--- src/rtl/serial_reg_decoder.sv ---
module serial_reg_decoder #(
  parameter int SYNC_STAGES = 2
) (
  input  logic        clk,
  input  logic        rst_n,
  input  logic        sclk,
  input  logic        sdata,
  input  logic        fsync_n,
  output logic [27:0] freq0,
  output logic [27:0] freq1,
  output logic [11:0] phase0,
  output logic [11:0] phase1,
  output logic        sel_freq,
  output logic        sel_phase,
  output logic        freq_pair_mode,
  output logic        freq_hi_half,
  output logic        core_reset,
  output logic        clk_off,
  output logic        dac_sleep,
  output logic        square_en,
  output logic        square_full,
  output logic        tri_sel
);
  localparam int WORD_W  = 16;
  localparam int FREQ_W  = 28;
  localparam int HALF_W  = FREQ_W / 2;
  localparam int PHASE_W = 12;
  localparam int CNT_W   = $clog2(WORD_W + 2);
  localparam logic [CNT_W-1:0] CNT_FULL = CNT_W'(WORD_W);
  localparam logic [CNT_W-1:0] CNT_OVER = CNT_W'(WORD_W + 1);

  logic [SYNC_STAGES-1:0] sclk_q, sdat_q, fs_q;
  logic sclk_prev, fs_prev;

  always_ff @(posedge clk or negedge rst_n)
    if (!rst_n) begin
      sclk_q    <= '1;
      sdat_q    <= '0;
      fs_q      <= '1;
      sclk_prev <= 1'b1;
      fs_prev   <= 1'b1;
    end else begin
      sclk_q    <= {sclk_q[SYNC_STAGES-2:0], sclk};
      sdat_q    <= {sdat_q[SYNC_STAGES-2:0], sdata};
      fs_q      <= {fs_q[SYNC_STAGES-2:0], fsync_n};
      sclk_prev <= sclk_q[SYNC_STAGES-1];
      fs_prev   <= fs_q[SYNC_STAGES-1];
    end

  wire sclk_s    = sclk_q[SYNC_STAGES-1];
  wire fs_s      = fs_q[SYNC_STAGES-1];
  wire sdat_s    = sdat_q[SYNC_STAGES-1];
  wire sclk_fall = sclk_prev & ~sclk_s;
  wire fs_rise   = ~fs_prev & fs_s;

  logic [WORD_W-1:0] shreg;
  logic [CNT_W-1:0]  bit_cnt;

  always_ff @(posedge clk or negedge rst_n)
    if (!rst_n) begin
      shreg   <= '0;
      bit_cnt <= '0;
    end else if (fs_s) begin
      bit_cnt <= '0;
    end else if (sclk_fall) begin
      shreg <= {shreg[WORD_W-2:0], sdat_s};
      if (bit_cnt != CNT_OVER) bit_cnt <= bit_cnt + 1'b1;
    end

  wire commit = fs_rise && (bit_cnt == CNT_FULL);

  wire [1:0]        addr     = shreg[15:14];
  wire              fidx     = shreg[15];
  wire [HALF_W-1:0] fdata    = shreg[HALF_W-1:0];
  wire [PHASE_W-1:0] pdata   = shreg[PHASE_W-1:0];

  logic [FREQ_W-1:0]  freq_r  [2];
  logic [PHASE_W-1:0] phase_r [2];
  logic pend_hi;

  wire hi_half = freq_pair_mode ? pend_hi : freq_hi_half;

  always_ff @(posedge clk or negedge rst_n)
    if (!rst_n) begin
      freq_r[0]      <= '0;
      freq_r[1]      <= '0;
      phase_r[0]     <= '0;
      phase_r[1]     <= '0;
      pend_hi        <= 1'b0;
      freq_pair_mode <= 1'b0;
      freq_hi_half   <= 1'b0;
      sel_freq       <= 1'b0;
      sel_phase      <= 1'b0;
      core_reset     <= 1'b0;
      clk_off        <= 1'b0;
      dac_sleep      <= 1'b0;
      square_en      <= 1'b0;
      square_full    <= 1'b0;
      tri_sel        <= 1'b0;
    end else if (commit) begin
      case (addr)
        2'b00: begin
          freq_pair_mode <= shreg[13];
          freq_hi_half   <= shreg[12];
          sel_freq       <= shreg[11];
          sel_phase      <= shreg[10];
          core_reset     <= shreg[8];
          clk_off        <= shreg[7];
          dac_sleep      <= shreg[6];
          square_en      <= shreg[5];
          square_full    <= shreg[3];
          tri_sel        <= shreg[1];
          pend_hi        <= 1'b0;
        end
        2'b11: phase_r[shreg[13]] <= pdata;
        default: begin
          if (hi_half) freq_r[fidx][FREQ_W-1:HALF_W] <= fdata;
          else         freq_r[fidx][HALF_W-1:0]      <= fdata;
          if (freq_pair_mode) pend_hi <= ~pend_hi;
        end
      endcase
    end

  assign freq0  = freq_r[0];
  assign freq1  = freq_r[1];
  assign phase0 = phase_r[0];
  assign phase1 = phase_r[1];
endmodule


--- config.mk ---
export PLATFORM = sky130hd
export DESIGN_NAME = serial_reg_decoder
export DESIGN_NICKNAME = d
export VERILOG_FILES = /design/src/rtl/serial_reg_decoder.sv
export SDC_FILE = /design/constraint.sdc
export NUM_CORES = 1
export LEC_CHECK = 0
export ABC_AREA = 1
export BUFFER_PORTS_ARGS = -buffer_cell sky130_fd_sc_hd__buf_2
export CORE_MARGIN = 5
export CORE_UTILIZATION = 48
export CTS_CLUSTER_SIZE = 12
export DETAILED_ROUTE_END_ITERATION = 10
export PLACE_DENSITY = 0.71
export REMOVE_ABC_BUFFERS = 1
export SETUP_SLACK_MARGIN = 0.05
export SYNTH_ARGS = -nofsm -noshare
export SYNTH_HDL_FRONTEND = slang
export SYNTH_SLANG_ARGS = --single-unit
export TNS_END_PERCENT = 50
--- constraint.sdc ---
create_clock -name clk -period 3 [get_ports clk]
set_input_delay 0.3 -clock clk [delete_from_list [all_inputs] [get_ports clk]]
set_output_delay 0.3 -clock clk [all_outputs]
set_load 0.03 [all_outputs]
==> reports/qor.yml, run 1 <==
outcome: "finished clean"
clock_sinks: 120
dp_slack_ps: 767
place.port_buffers: 94
grt_pass1_wl_mm: 19.8
cp-start-kind: "register"
synth_xor_area_share_pct: 0.179
ys.warnings.count: 0
syn_area_per_cell_um2: 9.11
netSwitchingFraction_pct: 24.3
htreeDepth: 4
path_max_fanout: 28
grt_setup_unrepaired: "no"
dieArea_um2: 12300
first_pass_iters: 5
rows: 36
synth_top_family_by_area: "simple AND/OR/NAND/NOR gates"
grt_pass1_vias: 3899
synth_compound_area_share_pct: 3.27
antenna_cells: 0
overflow: 0
grt_max_degree: 67
hpwl_mm: 7.85
path_cells: "inv_2 -> nor2_1 -> inv_1 -> nor2_4 -> nand2_1 -> nand2_1 -> o21ai_1"
synth_largest_area_cell: "dfrtp_1"
synth.most_common_cell: "nand2_1"
leakagePower_nw: 3.48
path_class: "reg2reg"
synth_area_leaders: "dfrtp_1 58%, nand2_1 16%, nand3_1 6.4%"
drt.antenna.violating_nets: 0
cp_top_family: "simple AND/OR/NAND/NOR gates"
p_int_mw: 3.23
clock_path_buffers: 2
synthFlopType: "dfrtp_1"
final_nets: 634
ys_seq_elements: 120
relSlewSlack_pct: 44.2
drc: 0
coreArea_um2: 9860
cp_num_buf_inv: 2
antenna_found_initial: 0
critPathRequiredTime_ps: 3380
synth_area_um2: 4890
setup_viol: 0
power_frac_clock_pct: 50.6
period_needed_ps: 2250
maxCapViolCount: 0
slowest_stage: "dfstp_2"
yosysSeqAreaShare_pct: 61.6
max_freq_ghz: 0.444
pwr-share-comb_pct: 6.0
tightest_slew_ps: 835
p_seq_share_pct: 43.4
cts_resized: 0
synth_enable_flop_cells: 0
cp_common_cell: "nand2_1"
synthSimpleGateAreaFrac_pct: 28.1
post-route-period-util_pct: 75.1
synth_top_area_share_pct: 58.3
path_clk_slew_ps: 50
cts_tree: "built"
synthToLayoutAreaGrowth_pct: 24.3
setup.worst_path.end_class: "register"
synthTopCellsByCount: "207 x nand2_1, 114 x dfrtp_1, 63 x nand3_1"
initial_core_util_pct: 49.6
totalWireLength_mm: 12.0
io_pins: 95
max_stage_delay_ps: 550
power_density_nw_per_um2: 701
drive_above_1_share_pct: 22.8
hold_viol: 0
yosys.cell_types.count: 23
cts_root_buffer: "clkbuf_8"
synth.mux.area_fraction_pct: 0
fin_ws_ps: 746
grt_usage_pct: 20.3
via_count: 3975
clock_latency_ps: 520
synth_fa_ha_area_share_pct: 1.28
vias_per_cell: 5.16
timing.final.max_slew_violations: 0
die_y_um: 111
die_x_um: 111
wire_per_inst_um: 15.6
async_reset_ff_share_pct: 100
ir_drop_uv: 562
hold_class: "reg2reg"
cp.arrival_ps: 2630
drt_iter0_markers: 258
setup_tns_ps: 0
finClkSkew_ps: 10.5
place.gp.congestion: 0.779
cts_buffers: 17
syn_inst: 537
p_switching_mw: 1.04
## logic make-up (layout without fill, tap and decap cells)
group | count (synthesis) | after routing
fa+ha+maj | 5 | 5
simple gates | 318 | 318
buf+inv | 61 | 161
xor+xnor | 1 | 1
compound gates | 32 | 32
flops | 120 | 120
## stage by stage
step                      utilization [%]  hold slack [ps]  total power, mW  instances  instance area [um^2]
final                                61.6              346             4.26        770                  6080
after global placement               54.9              335             2.12        734                  5410
after floorplan                         -             4.41             1.94        500                  4710
after detailed placement             54.9              335             2.13        734                  5410
after CTS                            61.6              347             4.28        770                  6080
after global routing                 61.6              349             4.40        770                  6080
## final timing paths
path / endpoint / depth (start not counted) / slack, ps / start
setup / recovery: sel_phase / 7 / 750 / fs_q[1]
hold / removal: sdat_q[1] / 0 / 350 / sdat_q[0]
setup reg to reg: sel_phase / 7 / 750 / fs_q[1]
hold reg to reg: sdat_q[1] / 0 / 350 / sdat_q[0]
max in group asynchronous: sclk_prev / 3 / 1820 / rst_n
min in group asynchronous: sdat_q[0] / 2 / 380 / rst_n
## worst register-to-register path, stage by stage (launching register included)
cell     delay [ps]
dfstp_2         550
inv_2            80
nor2_1          150
inv_1            90
nor2_4          450
nand2_1         550
nand2_1         180
o21ai_1          80
## flip-flops by register name, summed over array words and instances, names as in the netlist
| name | count |
|---|---|
| phase1 | 12 |
| sel_phase | 1 |
| bit_cnt | 5 |
| shreg | 16 |
| freq_pair_mode | 1 |
| sclk_prev | 1 |
| square_full | 1 |
| sclk_q | 2 |
| clk_off | 1 |
| freq_hi_half | 1 |
| tri_sel | 1 |
| freq0 | 28 |
| freq1 | 28 |
| sdat_q | 2 |
| pend_hi | 1 |
| square_en | 1 |
| phase0 | 12 |
| fs_q | 2 |
| sel_freq | 1 |
| core_reset | 1 |
| fs_prev | 1 |
| dac_sleep | 1 |
## cell usage in the layout, fill, tap and decap left out
| cell type | n |
|---|---|
| a21oi_1 | 4 |
| or2_2 | 1 |
| clkbuf_16 | 16 |
| nor2_4 | 2 |
| inv_1 | 21 |
| clkbuf_1 | 4 |
| o21ai_0 | 17 |
| nor2_1 | 13 |
| nand3b_1 | 1 |
| nand2_1 | 207 |
| ha_1 | 5 |
| clkinv_2 | 3 |
| buf_4 | 7 |
| inv_2 | 3 |
| o21ai_1 | 11 |
| clkbuf_8 | 3 |
| nor2_2 | 3 |
| clkinvlp_4 | 1 |
| nand3_1 | 63 |
| nand3_2 | 1 |
| nand4_1 | 27 |
| buf_12 | 1 |
| xor2_1 | 1 |
| dfstp_2 | 6 |
| buf_2 | 93 |
| dfrtp_1 | 114 |
| bufinv_16 | 5 |
| dlygate4sd3_1 | 4 |
## what timing repair did
action	CTS	global route
endpoints found under the hold margin	53	0
setup buffers	0	0
hold buffers	4	0
## power by group through the flow
| stage | sequential (mW) | clock (mW) | combinational [mW] |
|---|---|---|---|
| 4_1_cts | 1.85 | 2.17 | 0.258 |
| 5_1_grt | 1.86 | 2.25 | 0.292 |
| 3_3_place_gp | 1.87 | 0 | 0.241 |
| 2_1_floorplan | 1.80 | 0 | 0.140 |
| 6_report | 1.85 | 2.16 | 0.256 |
| 3_5_place_dp | 1.88 | 0 | 0.252 |
## area by class of cell
cell class                 instances  area [um^2]
fill                             819         3780
sequential                       120         3010
multi-input combinational        356         1610
timing repair buffer             105          578
clock buffer                      23          457
clock inverter                     9          173
tap                              133          166
inverter                          24         90.1
## metal layers
metal	up-vias	track usage [%]	part of all wire, %	wire, um
met4	0	8.54	2.3	274
met1	1882	26.6	43	5120
met5	-	0	0	0
li1	1916	-	-	-
met2	149	31.5	47	5660
met3	28	5.90	8.0	957
Power figures use the tool's default switching activity.
==> run 2: changes to the inputs <==
- clock period: 3 -> 2.3 ns (I/O delays scaled with it)
==> reports/qor.yml, run 2 (same netlist as run 1, synthesis figures left out) <==
post-route-period-util_pct: 84.6
place.gp.congestion: 0.790
outcome: "finished clean"
drive_above_1_share_pct: 24.1
htreeDepth: 4
io_pins: 95
wire_per_inst_um: 15.8
setup_viol: 0
mostFrequentLayoutCells: "207 x nand2_1, 114 x dfrtp_1, 93 x buf_2, 63 x nand3_1, 27 x nand4_1"
cts_tree: "built"
cts_buffers: 17
die_x_um: 111
place.port_buffers: 94
maxCapViolCount: 0
path_class: "reg2reg"
hold_class: "in2async"
clock_path_buffers: 2
clock_sinks: 120
overflow: 0
reg2reg_slack_ps: 350
cts_resized: 0
power_density_nw_per_um2: 872
dieArea_um2: 12300
path_clk_slew_ps: 60
setup_tns_ps: 0
antenna_found_initial: 0
timing.final.max_slew_violations: 0
initial_core_util_pct: 49.6
tightest_slew_ps: 721
ir_drop_uv: 470
n_fill_cell: 806
cts_root_buffer: "clkbuf_8"
leakagePower_nw: 3.47
dp_slack_ps: 375
grt_max_degree: 58
path_max_fanout: 20
clock_latency_ps: 520
fin_ws_ps: 354
rows: 36
grt_setup_unrepaired: "no"
die_y_um: 111
drt.antenna.violating_nets: 0
synthToLayoutAreaGrowth_pct: 24.2
cp-start-kind: "register"
via_count: 3967
final_nets: 640
coreArea_um2: 9860
finClkSkew_ps: 14.1
vias_per_cell: 5.11
drt_iter0_markers: 246
drc: 0
setup.worst_path.end_class: "register"
grt_pass1_vias: 3893
critPathRequiredTime_ps: 2670
first_pass_iters: 5
hold_viol: 0
totalWireLength_mm: 12.2
max_freq_ghz: 0.514
hpwl_mm: 8.11
period_needed_ps: 1950
grt_usage_pct: 20.7
grt_pass1_wl_mm: 20.1
layout_commonest_cell: "nand2_1"
cp.arrival_ps: 2320
antenna_cells: 0
relSlewSlack_pct: 51.9
[run 2: cell types whose count changed in the layout (fill, tap and decap cells not counted), sizes merged]
cell and change:
buf +6, clkbuf -5, inv +1, bufinv -3, clkinv +3, clkinvlp +4
[run 2: critical path, cell delays in order (launching register included)]
cell and delay, ps:
dfstp_2 540, inv_2 70, nor2_1 160, inv_1 90, nor2_4 230, nand2_1 430, nand2_1 180, o21ai_1 80
[run 2: layer usage]
metal / vias up / track usage, % / share of wire [%]
met1: 1878 / 27.5 / 42
li1: 1921 / - / -
met2: 137 / 32.1 / 47
met3: 31 / 4.80 / 8.3
met5: - / 0 / 0
met4: 0 / 10.1 / 2.8
[run 2: through the flow]
step                      power (mW)  util (%)  hold WS [ps]  std cells  instance area [um^2]
after floorplan                 2.53         -         -65.6        500                  4710
after global routing            5.51      61.6           353        776                  6080
after detailed placement        2.78      55.3           329        740                  5460
after global placement          2.77      55.3           327        740                  5460
after CTS                       5.32      61.6           331        776                  6080
final                           5.30      61.6           316        776                  6080
[run 2: what timing repair did]
action | in CTS | in global routing
endpoints found under the hold margin | 52 | 0
buffers inserted | 0 | 0
endpoints found under the setup margin | 0 | 0
hold buffers | 4 | 0
[run 2: worst paths after layout]
check                          start         to  cells after the start
max                          fs_q[1]    clk_off                      7
min                            rst_n  sdat_q[1]                      2
max reg2reg                  fs_q[1]    clk_off                      7
min reg2reg                sdat_q[0]  sdat_q[1]                      0
max in group asynchronous      rst_n  freq0[23]                      3
min in group clk           sdat_q[0]  sdat_q[1]                      0
[run 2: where the power goes]
| part | leakage, nW | internal, mW | switching (mW) | total [mW] |
|---|---|---|---|---|
| logic | 1.57 | 0.103 | 0.226 | 0.329 |
| registers | 1.63 | 2.19 | 0.239 | 2.43 |
| clock network | 0.269 | 1.57 | 0.964 | 2.54 |
[run 2: final cells by class]
class / count / area, um^2 / area share [%]
Timing Repair Buffer: 111 / 623 / 10.3
Sequential cell: 120 / 3010 / 49.5
Inverter: 24 / 90.1 / 1.48
Multi-Input combinational cell: 356 / 1610 / 26.4
Tap cell: 133 / 166 / 2.74
Clock buffer: 18 / 428 / 7.04
Clock inverter: 14 / 151 / 2.49
==> run 3: changes to the inputs <==
- clock period: 2.3 -> 1.85 ns (I/O delays scaled with it)
==> reports/qor.yml, run 3 (same netlist as run 1, synthesis figures left out) <==
cts_buffers: 17
dp_cells: 739
cts_tree: "built"
drive_above_1_share_pct: 25.4
grt_pass1_wl_mm: 20.8
timing.final.max_slew_violations: 0
mostFrequentLayoutCells: "203 x nand2_1, 113 x dfrtp_1, 93 x buf_2, 61 x nand3_1, 27 x nand4_1"
path_clk_slew_ps: 50
clock_sinks: 120
outcome: "finished clean"
via_count: 4095
reg2reg_to: "freq0[8]"
grt_setup_unrepaired: "no"
grt_pass1_vias: 4145
max_stage_delay_ps: 430
leakagePower_nw: 3.55
rows: 36
tightest_slew_ps: 628
htreeDepth: 4
ir_drop_uv: 668
cts_root_buffer: "clkbuf_8"
fin_ws_ps: 173
placedInstanceArea_um2: 5450
fin_area_um2: 6200
fin_cells: 778
dieArea_um2: 12300
rr_startpoint: "bit_cnt[0]"
antenna_found_initial: 0
hold_class: "in2async"
path_class: "reg2reg"
power_density_nw_per_um2: 1080
path_max_fanout: 21
hpwl_mm: 7.85
period_needed_ps: 1680
setup.worst_path.end_class: "register"
critPathRequiredTime_ps: 2290
drt_iter0_markers: 341
wire_per_inst_um: 16.0
final_nets: 643
overflow: 0
place.port_buffers: 94
maxCapViolCount: 0
vias_per_cell: 5.26
cp_top_family: "simple AND/OR/NAND/NOR gates"
drt.antenna.violating_nets: 0
reg2reg_depth: 10
cp.arrival_ps: 2120
coreArea_um2: 9860
die_y_um: 111
cp_num_buf_inv: 4
initial_core_util_pct: 49.6
io_pins: 95
totalWireLength_mm: 12.4
path_cells: "inv_2 -> ha_1 -> nand2_1 -> inv_2 -> nand3_2 -> nor2_4 -> buf_12 -> buf_4 -> nand3_1 -> nand2_1"
synthToLayoutAreaGrowth_pct: 26.7
reg2reg_slack_ps: 170
cp-start-kind: "register"
grt_usage_pct: 21.1
power_mw: 6.69
relSlewSlack_pct: 58.2
setup_tns_ps: 0
hold_viol: 0
clock_latency_ps: 500
first_pass_iters: 5
setup_viol: 0
fin_util_pct: 62.8
clock_path_buffers: 2
die_x_um: 111
dp_slack_ps: 8.42
antenna_cells: 0
slowest_stage: "dfrtp_1"
place.gp.congestion: 0.766
hold_slack_ps: 308
post-route-period-util_pct: 90.7
max_freq_ghz: 0.596
drc: 0
finClkSkew_ps: 7.51
layout_commonest_cell: "nand2_1"
grt_max_degree: 121
==> run 3: area by class of cell <==
type / count / area, um^2
Clock buffer: 22 / 463
Timing Repair Buffer: 114 / 678
Sequential cell: 120 / 3010
Inverter: 24 / 90.1
Multi-Input combinational cell: 356 / 1660
Clock inverter: 9 / 123
Tap cell: 133 / 166
Fill cell: 812 / 3670
==> run 3: worst max path at each step <==
stage / from / endpoint / slack, ps / cells past startpoint
global placement: fs_q[1] / phase1[1] / 80 / 7
global route: bit_cnt[0] / freq0[8] / 60 / 10
CTS: fs_q[1] / phase0[11] / 20 / 7
finish: bit_cnt[0] / freq0[8] / 170 / 10
floorplan: fs_q[1] / freq0[0] / -350 / 7
detailed placement: freq_pair_mode / freq1[20] / 8 / 7
==> run 3: tightest hold or removal path: stages <==
cell and delay [ps]:
dlygate4sd3_1 520, buf_4 110, buf_12 430
==> run 3: per-layer routing <==
layer	vias to the layer above	wire length, um	GRT usage [%]
met2	163	6070	32.9
met5	-	0	0
met1	1972	5140	27.6
met3	28	919	6.22
met4	0	293	9.11
li1	1932	-	-
==> run 3: where the power goes <==
group | total, mW | internal, mW | switching [mW] | leakage, nW
clock | 3.23 | 2.14 | 1.10 | 0.290
sequential | 3.03 | 2.73 | 0.302 | 1.62
combinational | 0.425 | 0.131 | 0.294 | 1.63
total | 6.69 | 5.00 | 1.69 | 3.55
==> run 3: repair_timing <==
action	4_1_cts	5_1_grt
buffers inserted	0	4
endpoints found under the hold margin	117	0
setup endpoints to repair	34	90
hold buffers	4	0
resized for setup	2	15
pin swaps	0	2
